[src/rtl/pcs_lpbk_pkg.sv]
package pcs_lpbk_pkg;
    localparam int CG_W   = 10;
    localparam int ADDR_W = 5;
    localparam int DATA_W = 16;

    // register addresses
    localparam int A_CTRL  = 0;
    localparam int A_STAT  = 1;
    localparam int A_ANIRQ = 2;
    localparam int A_LPSEL = 4;

    // bit positions
    localparam int B_LPEN    = 14;
    localparam int B_ANDONE  = 5;
    localparam int B_IRQEN   = 0;
    localparam int B_IRQPEND = 1;
    localparam int B_LPPT    = 0;

    // idle ordered set /I2/
    localparam logic [9:0] CG_K285 = 10'h0FA;
    localparam logic [9:0] CG_D162 = 10'h245;

    typedef enum logic [1:0] {
        LB_OFF  = 2'd0,
        LB_PCS  = 2'd1,
        LB_XCVR = 2'd2
    } lb_mode_e;
endpackage

[src/rtl/pcs_lpbk_regs.sv]
module pcs_lpbk_regs
    import pcs_lpbk_pkg::*;
#(
    parameter int ADDR_W = pcs_lpbk_pkg::ADDR_W,
    parameter int DATA_W = pcs_lpbk_pkg::DATA_W
) (
    input  logic              clk,
    input  logic              rst_n,
    input  logic [ADDR_W-1:0] addr,
    input  logic              wr,
    input  logic              rd,
    input  logic [DATA_W-1:0] wdata,
    output logic [DATA_W-1:0] rdata,
    input  logic              an_done,
    output logic              lp_en,
    output logic              lp_pt,
    output logic              irq
);
    typedef struct packed {
        logic              lp_en;
        logic              lp_pt;
        logic              irq_en;
        logic              irq_pend;
        logic              an_prev;
        logic [DATA_W-1:0] rdata;
    } regs_st_t;

    regs_st_t s_d, s_q;
    logic [DATA_W-1:0] rd_val;
    logic wr_ctrl, wr_irq, wr_sel;
    logic unused_wbits;

    assign unused_wbits = ^wdata;

    always_comb begin
        wr_ctrl = wr && (addr == ADDR_W'(A_CTRL));
        wr_irq  = wr && (addr == ADDR_W'(A_ANIRQ));
        wr_sel  = wr && (addr == ADDR_W'(A_LPSEL));

        rd_val = '0;
        if (addr == ADDR_W'(A_CTRL)) begin
            rd_val[B_LPEN] = s_q.lp_en;
        end else if (addr == ADDR_W'(A_STAT)) begin
            rd_val[B_ANDONE] = an_done;
        end else if (addr == ADDR_W'(A_ANIRQ)) begin
            rd_val[B_IRQEN]   = s_q.irq_en;
            rd_val[B_IRQPEND] = s_q.irq_pend;
        end else if (addr == ADDR_W'(A_LPSEL)) begin
            rd_val[B_LPPT] = s_q.lp_pt;
        end

        s_d         = s_q;
        s_d.an_prev = an_done;
        if (wr_ctrl) s_d.lp_en = wdata[B_LPEN];
        if (wr_sel)  s_d.lp_pt = wdata[B_LPPT];
        if (wr_irq) begin
            s_d.irq_en = wdata[B_IRQEN];
            if (wdata[B_IRQPEND]) s_d.irq_pend = 1'b0;
        end
        // a new completion edge wins over a same-cycle clear
        if (an_done && !s_q.an_prev) s_d.irq_pend = 1'b1;
        s_d.rdata = rd ? rd_val : '0;
    end

    always_ff @(posedge clk) begin
        if (!rst_n) s_q <= '0;
        else        s_q <= s_d;
    end

    assign rdata = s_q.rdata;
    assign lp_en = s_q.lp_en;
    assign lp_pt = s_q.lp_pt;
    assign irq   = s_q.irq_pend & s_q.irq_en;
endmodule

[src/rtl/pcs_lpbk_path.sv]
module pcs_lpbk_path
    import pcs_lpbk_pkg::*;
#(
    parameter int CG_W = pcs_lpbk_pkg::CG_W
) (
    input  logic            clk,
    input  logic            rst_n,
    input  logic            lp_en,
    input  logic            lp_pt,
    input  logic [CG_W-1:0] tx_cg,
    input  logic            tx_even,
    input  logic [CG_W-1:0] xcvr_rx,
    output logic [CG_W-1:0] line_tx,
    output logic [CG_W-1:0] rx_cg,
    output logic            lpbk_req
);
    typedef struct packed {
        lb_mode_e mode;
    } path_st_t;

    path_st_t s_d, s_q;
    lb_mode_e want;
    logic [CG_W-1:0] idle_cg;

    always_comb begin
        if (!lp_en)     want = LB_OFF;
        else if (lp_pt) want = LB_XCVR;
        else            want = LB_PCS;

        s_d = s_q;
        // switch only when the next code group starts an ordered set
        if (!tx_even) s_d.mode = want;

        idle_cg = tx_even ? CG_W'(CG_K285) : CG_W'(CG_D162);

        line_tx  = tx_cg;
        rx_cg    = xcvr_rx;
        lpbk_req = 1'b0;
        case (s_q.mode)
            LB_PCS: begin
                line_tx = idle_cg;
                rx_cg   = tx_cg;
            end
            LB_XCVR: lpbk_req = 1'b1;
            default: ;
        endcase
    end

    always_ff @(posedge clk) begin
        if (!rst_n) s_q <= '{mode: LB_OFF};
        else        s_q <= s_d;
    end
endmodule

[src/rtl/pcs_lpbk_ctrl.sv]
module pcs_lpbk_ctrl
    import pcs_lpbk_pkg::*;
#(
    parameter int CG_W   = pcs_lpbk_pkg::CG_W,
    parameter int ADDR_W = pcs_lpbk_pkg::ADDR_W,
    parameter int DATA_W = pcs_lpbk_pkg::DATA_W
) (
    input  logic              clk,
    input  logic              rst_n,
    input  logic [CG_W-1:0]   pcs_tx_cg,
    input  logic              tx_even,
    output logic [CG_W-1:0]   line_tx_cg,
    input  logic [CG_W-1:0]   xcvr_rx_cg,
    output logic [CG_W-1:0]   pcs_rx_cg,
    output logic              xcvr_lpbk_req,
    input  logic              an_done,
    output logic              an_irq,
    input  logic [ADDR_W-1:0] mgmt_addr,
    input  logic              mgmt_wr,
    input  logic              mgmt_rd,
    input  logic [DATA_W-1:0] mgmt_wdata,
    output logic [DATA_W-1:0] mgmt_rdata
);
    logic lp_en, lp_pt;

    pcs_lpbk_regs #(.ADDR_W(ADDR_W), .DATA_W(DATA_W)) u_regs (
        .clk     (clk),
        .rst_n   (rst_n),
        .addr    (mgmt_addr),
        .wr      (mgmt_wr),
        .rd      (mgmt_rd),
        .wdata   (mgmt_wdata),
        .rdata   (mgmt_rdata),
        .an_done (an_done),
        .lp_en   (lp_en),
        .lp_pt   (lp_pt),
        .irq     (an_irq)
    );

    pcs_lpbk_path #(.CG_W(CG_W)) u_path (
        .clk      (clk),
        .rst_n    (rst_n),
        .lp_en    (lp_en),
        .lp_pt    (lp_pt),
        .tx_cg    (pcs_tx_cg),
        .tx_even  (tx_even),
        .xcvr_rx  (xcvr_rx_cg),
        .line_tx  (line_tx_cg),
        .rx_cg    (pcs_rx_cg),
        .lpbk_req (xcvr_lpbk_req)
    );
endmodule

[config.mk]
export PLATFORM = sky130hd
export DESIGN_NAME = pcs_lpbk_ctrl
export DESIGN_NICKNAME = d
export VERILOG_FILES = /design/src/rtl/pcs_lpbk_pkg.sv /design/src/rtl/pcs_lpbk_regs.sv /design/src/rtl/pcs_lpbk_path.sv /design/src/rtl/pcs_lpbk_ctrl.sv
export SDC_FILE = /design/constraint.sdc
export NUM_CORES = 1
export LEC_CHECK = 0
export CAP_MARGIN = 20
export CORE_MARGIN = 2
export CORE_UTILIZATION = 32
export CTS_CLUSTER_DIAMETER = 150
export DETAILED_ROUTE_END_ITERATION = 8
export GPL_ROUTABILITY_DRIVEN = 0
export PLACE_DENSITY = 0.86
export SLEW_MARGIN = 40
export SYNTH_ARGS = -nofsm -noshare
export SYNTH_HDL_FRONTEND = slang
export SYNTH_HIERARCHICAL = 1
export SYNTH_SLANG_ARGS = --single-unit
[constraint.sdc]
create_clock -name clk -period 4.1 [get_ports clk]
set_clock_uncertainty 0.2 [all_clocks]
set_input_delay 0.82 -clock clk [delete_from_list [all_inputs] [get_ports clk]]
set_output_delay 0.82 -clock clk [all_outputs]
set_load 0.02 [all_outputs]
After elaboration in Yosys (flattened, before gate mapping):

Cells that the tools add are included.

* RAM bits: 0
* memories kept: 0
* bits in latches: 0
* input bits: 47
* register bits after elaboration: 23
* output and inout port bits: 38
* bits in read-only memories: 0

* shifts and indexed selects: 0
* div/mod/pow operators: 0
* bitwise operators: 5
* equal/unequal tests: 5
* multipliers: 0
* multiplexer cells: 11
* magnitude comparators: 0
* reduce and logical (&&, ||, !) cells: 13
* add/subtract/negate cells: 0

Operators by type and width (number)
* 10-bit 2-to-1 mux: 3
* 4-bit OR reduction: 2
* 1-bit 2-to-1 mux: 6
* 5-bit by 1-bit == test with 1-bit output (second input constant): 1
* 5-bit by 2-bit == test with 1-bit output (second input constant): 1
* 5-bit by 3-bit == test with 1-bit output (second input constant): 1
* 5-bit zero test: 1
* 5-bit OR reduction: 1
* 1-bit logical AND: 4
* 2-bit 2-to-1 mux: 2
* 1-bit inverter: 4
* 2-bit nonzero test: 2
* 3-bit AND reduction: 1
* 2-bit by 1-bit == test with 1-bit output (second input constant): 1
* 2-bit == test (second input constant): 1
* 2-bit AND reduction: 1
* 1-bit bitwise AND: 1
* 1-bit zero test: 1

Depth between registers and ports, before layout:

* word-level depth: 4
* mapped depth: 4

Modules after synthesis:

The synthesis kept the hierarchy.

Modules (own cells, without submodules)
* pcs_lpbk_regs: instances 1, cells each 55, area each 521.8 um2
* pcs_lpbk_path: instances 1, cells each 33, area each 352.8 um2

Least setup slack after synthesis:

Ideal clock, no wire load.

* kind: input -> output
* from: input port tx_even
* to: output port line_tx_cg[0]
* data required time: 3.080 ns
* path buffers: 0
* arrival: 1.318 ns
* stages: 2
* setup slack: 1.762 ns
* path through: nor3b_1 -> a21o_1

* word-level cells in the longest chain between the ends: 2

RTL lines
* start, declared: RTL line pcs_lpbk_ctrl.sv:11 `input logic tx_even,`
* 10-bit 2-to-1 mux: RTL line pcs_lpbk_path.sv:34 `idle_cg = tx_even ? CG_W'(CG_K285) : CG_W'(CG_D162);`
* 10-bit 2-to-1 mux: RTL line pcs_lpbk_path.sv:39 `case (s_q.mode)`
* end, declared: RTL line pcs_lpbk_ctrl.sv:12 `output logic [CG_W-1:0] line_tx_cg,`

No other way between the ends.

Final worst setup path:

* from: input port tx_even
* to: output port line_tx_cg[2]

Same word-level chain as after synthesis.

==> results.cfg <==
[clocking]
clkLatencyLatePin_ns = 0.27
cts_tree = done
cts_made_buffers = 3
clock-root-buffer = clkbuf_4
cts_hold_buf = 0
ctsResizeCount = 0
clkTransAtPathRegs_ns = 0.07
cts_buffer_depth = 2
cts_setup_buffers = 0
htree_levels = 1
cts_sinks = 11

[synth]
syn_area_sq_um = 875
synth_compound_area_share_pct = 11.7
yosys_most_used_dff = dfxtp_1
async_flop_share_pct = 0
avgSynthCellArea_sq_um = 9.94
ys_ff_latch = 11
synthTopCellsByArea = dfxtp_1, mux2_4, buf_4
yosysMostFrequentCell = buf_4
synthAdderAreaFrac_pct = 0
synth.largest_area_cell = dfxtp_1
synth_edf_count = 0
synth_top_cells_by_count = buf_4, dfxtp_1, mux2_4
yosysUniqueCellTypes = 32
synthXorXnorAreaFrac_pct = 0
ys_seq_area_share_pct = 25.2
muxShareOfSynthArea_pct = 19.5
synth_top_area_share_pct = 25.2
netlist_instances = 88
synth-simple-area-share_pct = 25.9
synth_top_family_by_area = simple AND/OR/NAND/NOR gates
yosys_warnings = 6

[placement]
port_buffers = 59
dp_hpwl_mm = 1.90
dpl_cell_area_sq_um = 1400

[floorplan]
rows = 18
die_h_um = 56.3
start_util_pct = 34.4
ios = 85
die_width_um = 56.3
coreArea_sq_um = 2540
die_area_sq_um = 3170

[cells_and_area]
utilization_pct = 55.9
fin_area_sq_um = 1420
syn_to_final_growth_pct = 62.7
final_layout_size_suffix_gt1_share_pct = 14.7
fillers = 233
num_antenna_cells = 0
final_nets = 191

[sta]
finalCriticalPeriod_ns = 3.48
hold_slack_ns = 0.278
slew_viol_final = 0
finalSetupViolCount = 0
max_freq_ghz = 0.287
finalCritPeriodShare_pct = 84.9
rsz0062_at_grt = false
tns_ns = 0
final-hold-violation-count = 0

[worst_hold_path]
hp-class = reg2reg
hold_path_depth = 2
hold_start = u_regs/s_q[16]
holdPathEnd = u_regs/s_q[17]

[drt]
vias = 822
drc_errors = 0
drt_wl_total_mm = 2.26
ant_nets = 0
vias_per_cell = 4.75
drtPass1Iterations = 4
first_iter_violations = 18
wl_per_cell_um = 13.1

[global_routing]
grt_pass1_wl_mm = 3.48
antenna_found_initial = 0
grt_max_degree = 21
overflow = 0
grt_pass1_vias = 751
grtUsageTotal_pct = 14.0

[critical_path]
cp_data_required_time_ns = 3.08
r2r_end = u_path/s_q[0]
cp_common_cell = clkdlybuf4s50_1
ff2ff_setup_slack_ns = 3.05
path_cells = clkdlybuf4s50_1 -> nor3b_1 -> a21o_1 -> clkdlybuf4s50_1
endpoint_kind = primary output
crit_fanout = 6
cp.arrival_ns = 2.46
cp_slowest_cell = clkdlybuf4s50_1
start_kind = input pin
critPathMaxStageDelay_ns = 0.61
reg2reg_depth = 2
r2r-start = u_regs/lp_pt
crit_type = in2out

[flow_run]
cap_violations = 0

[status]
status = finished, final reports clean

[power]
ir_worst_vdd_mv = 0.165
power.density_nw_per_um2 = 200
p_leak_nw = 0.645
-- power breakdown --
part	switching [mW]	internal, mW
clock	0.0344	0.0377
combinational	0.0444	0.0590
sequential	0.00117	0.109
total	0.0799	0.205
-- through the flow --
step	power (mW)	worst slack, ns	instances
finish	0.285	0.620	173
CTS	0.289	0.590	173
global route	0.297	0.544	173
global placement	0.214	0.672	169
detailed placement	0.216	0.592	169
floorplan	0.167	1.76	99
-- worst max path at each step --
| stage | to | start | slack (ns) |
|---|---|---|---|
| 2_1_floorplan | line_tx_cg[0] | tx_even | 1.76 |
| 3_3_place_gp | line_tx_cg[2] | tx_even | 0.67 |
| 3_5_place_dp | line_tx_cg[2] | tx_even | 0.59 |
| 4_1_cts | line_tx_cg[2] | tx_even | 0.59 |
| 5_1_grt | line_tx_cg[2] | tx_even | 0.54 |
| 6_report | line_tx_cg[2] | tx_even | 0.62 |
-- worst max-delay path: cells and delay by family --
family | cells | cell delay, ns
buffers and inverters | 2 | 1.10
AO/OA/AOI/OAI | 1 | 0.13
AND/OR/NAND/NOR | 1 | 0.41
-- layout by cell type, fill, tap and decap left out --
cell type / instances
a41o_2: 1
clkdlybuf4s50_1: 59
nor2b_1: 2
nor2_1: 2
nor4bb_1: 1
a22oi_1: 1
and2b_1: 1
a21oi_1: 1
dfxtp_1: 11
inv_1: 1
or4_4: 1
nor4b_4: 1
clkbuf_4: 3
a31o_2: 1
and2_1: 2
nor4_1: 2
nand2b_4: 1
nand2b_1: 1
mux2_4: 10
nand3_1: 2
nor3b_1: 1
clkbuf_1: 1
mux2i_1: 2
a32o_1: 1
a21o_1: 8
and2_2: 1
nand4b_1: 1
and3b_1: 1
nor3b_2: 1
nand3b_4: 1
nand2_1: 9
conb_1: 12
-- cell type report --
cell class                      count  area [sq um]  area share, %
Timing Repair Buffer               59           591           41.5
Multi-Input combinational cell     68           544           38.3
Sequential cell                    11           220           15.5
Tap cell                           30          37.5           2.64
Clock buffer                        4          26.3           1.85
Inverter                            1          3.75          0.264
-- metal layers --
metal	share of wire [%]	wire length, um	global-route usage, %	vias to the layer above
met1	37	829	14.1	366
met5	0	0	0	-
met2	50	1120	25.9	57
met4	0.71	16	3.06	0
met3	13	293	6.68	3
li1	-	-	-	396
-- flip-flops by register name, summed over array words and instances (netlist names) --
signal,count
u_regs/rdata,4
u_regs/s_q,3
u_regs/lp_pt,1
u_path/s_q,2
u_regs/lp_en,1
-- cells by family (layout without fill, tap and decap cells) --
logic type / count (synthesis) / count (layout)
buf+inv: 20 / 64
compound gates: 13 / 13
simple gates: 31 / 31
flops: 11 / 11
other cells: 1 / 12
mux: 12 / 12
No activity file was read; power rests on OpenSTA's default activity.
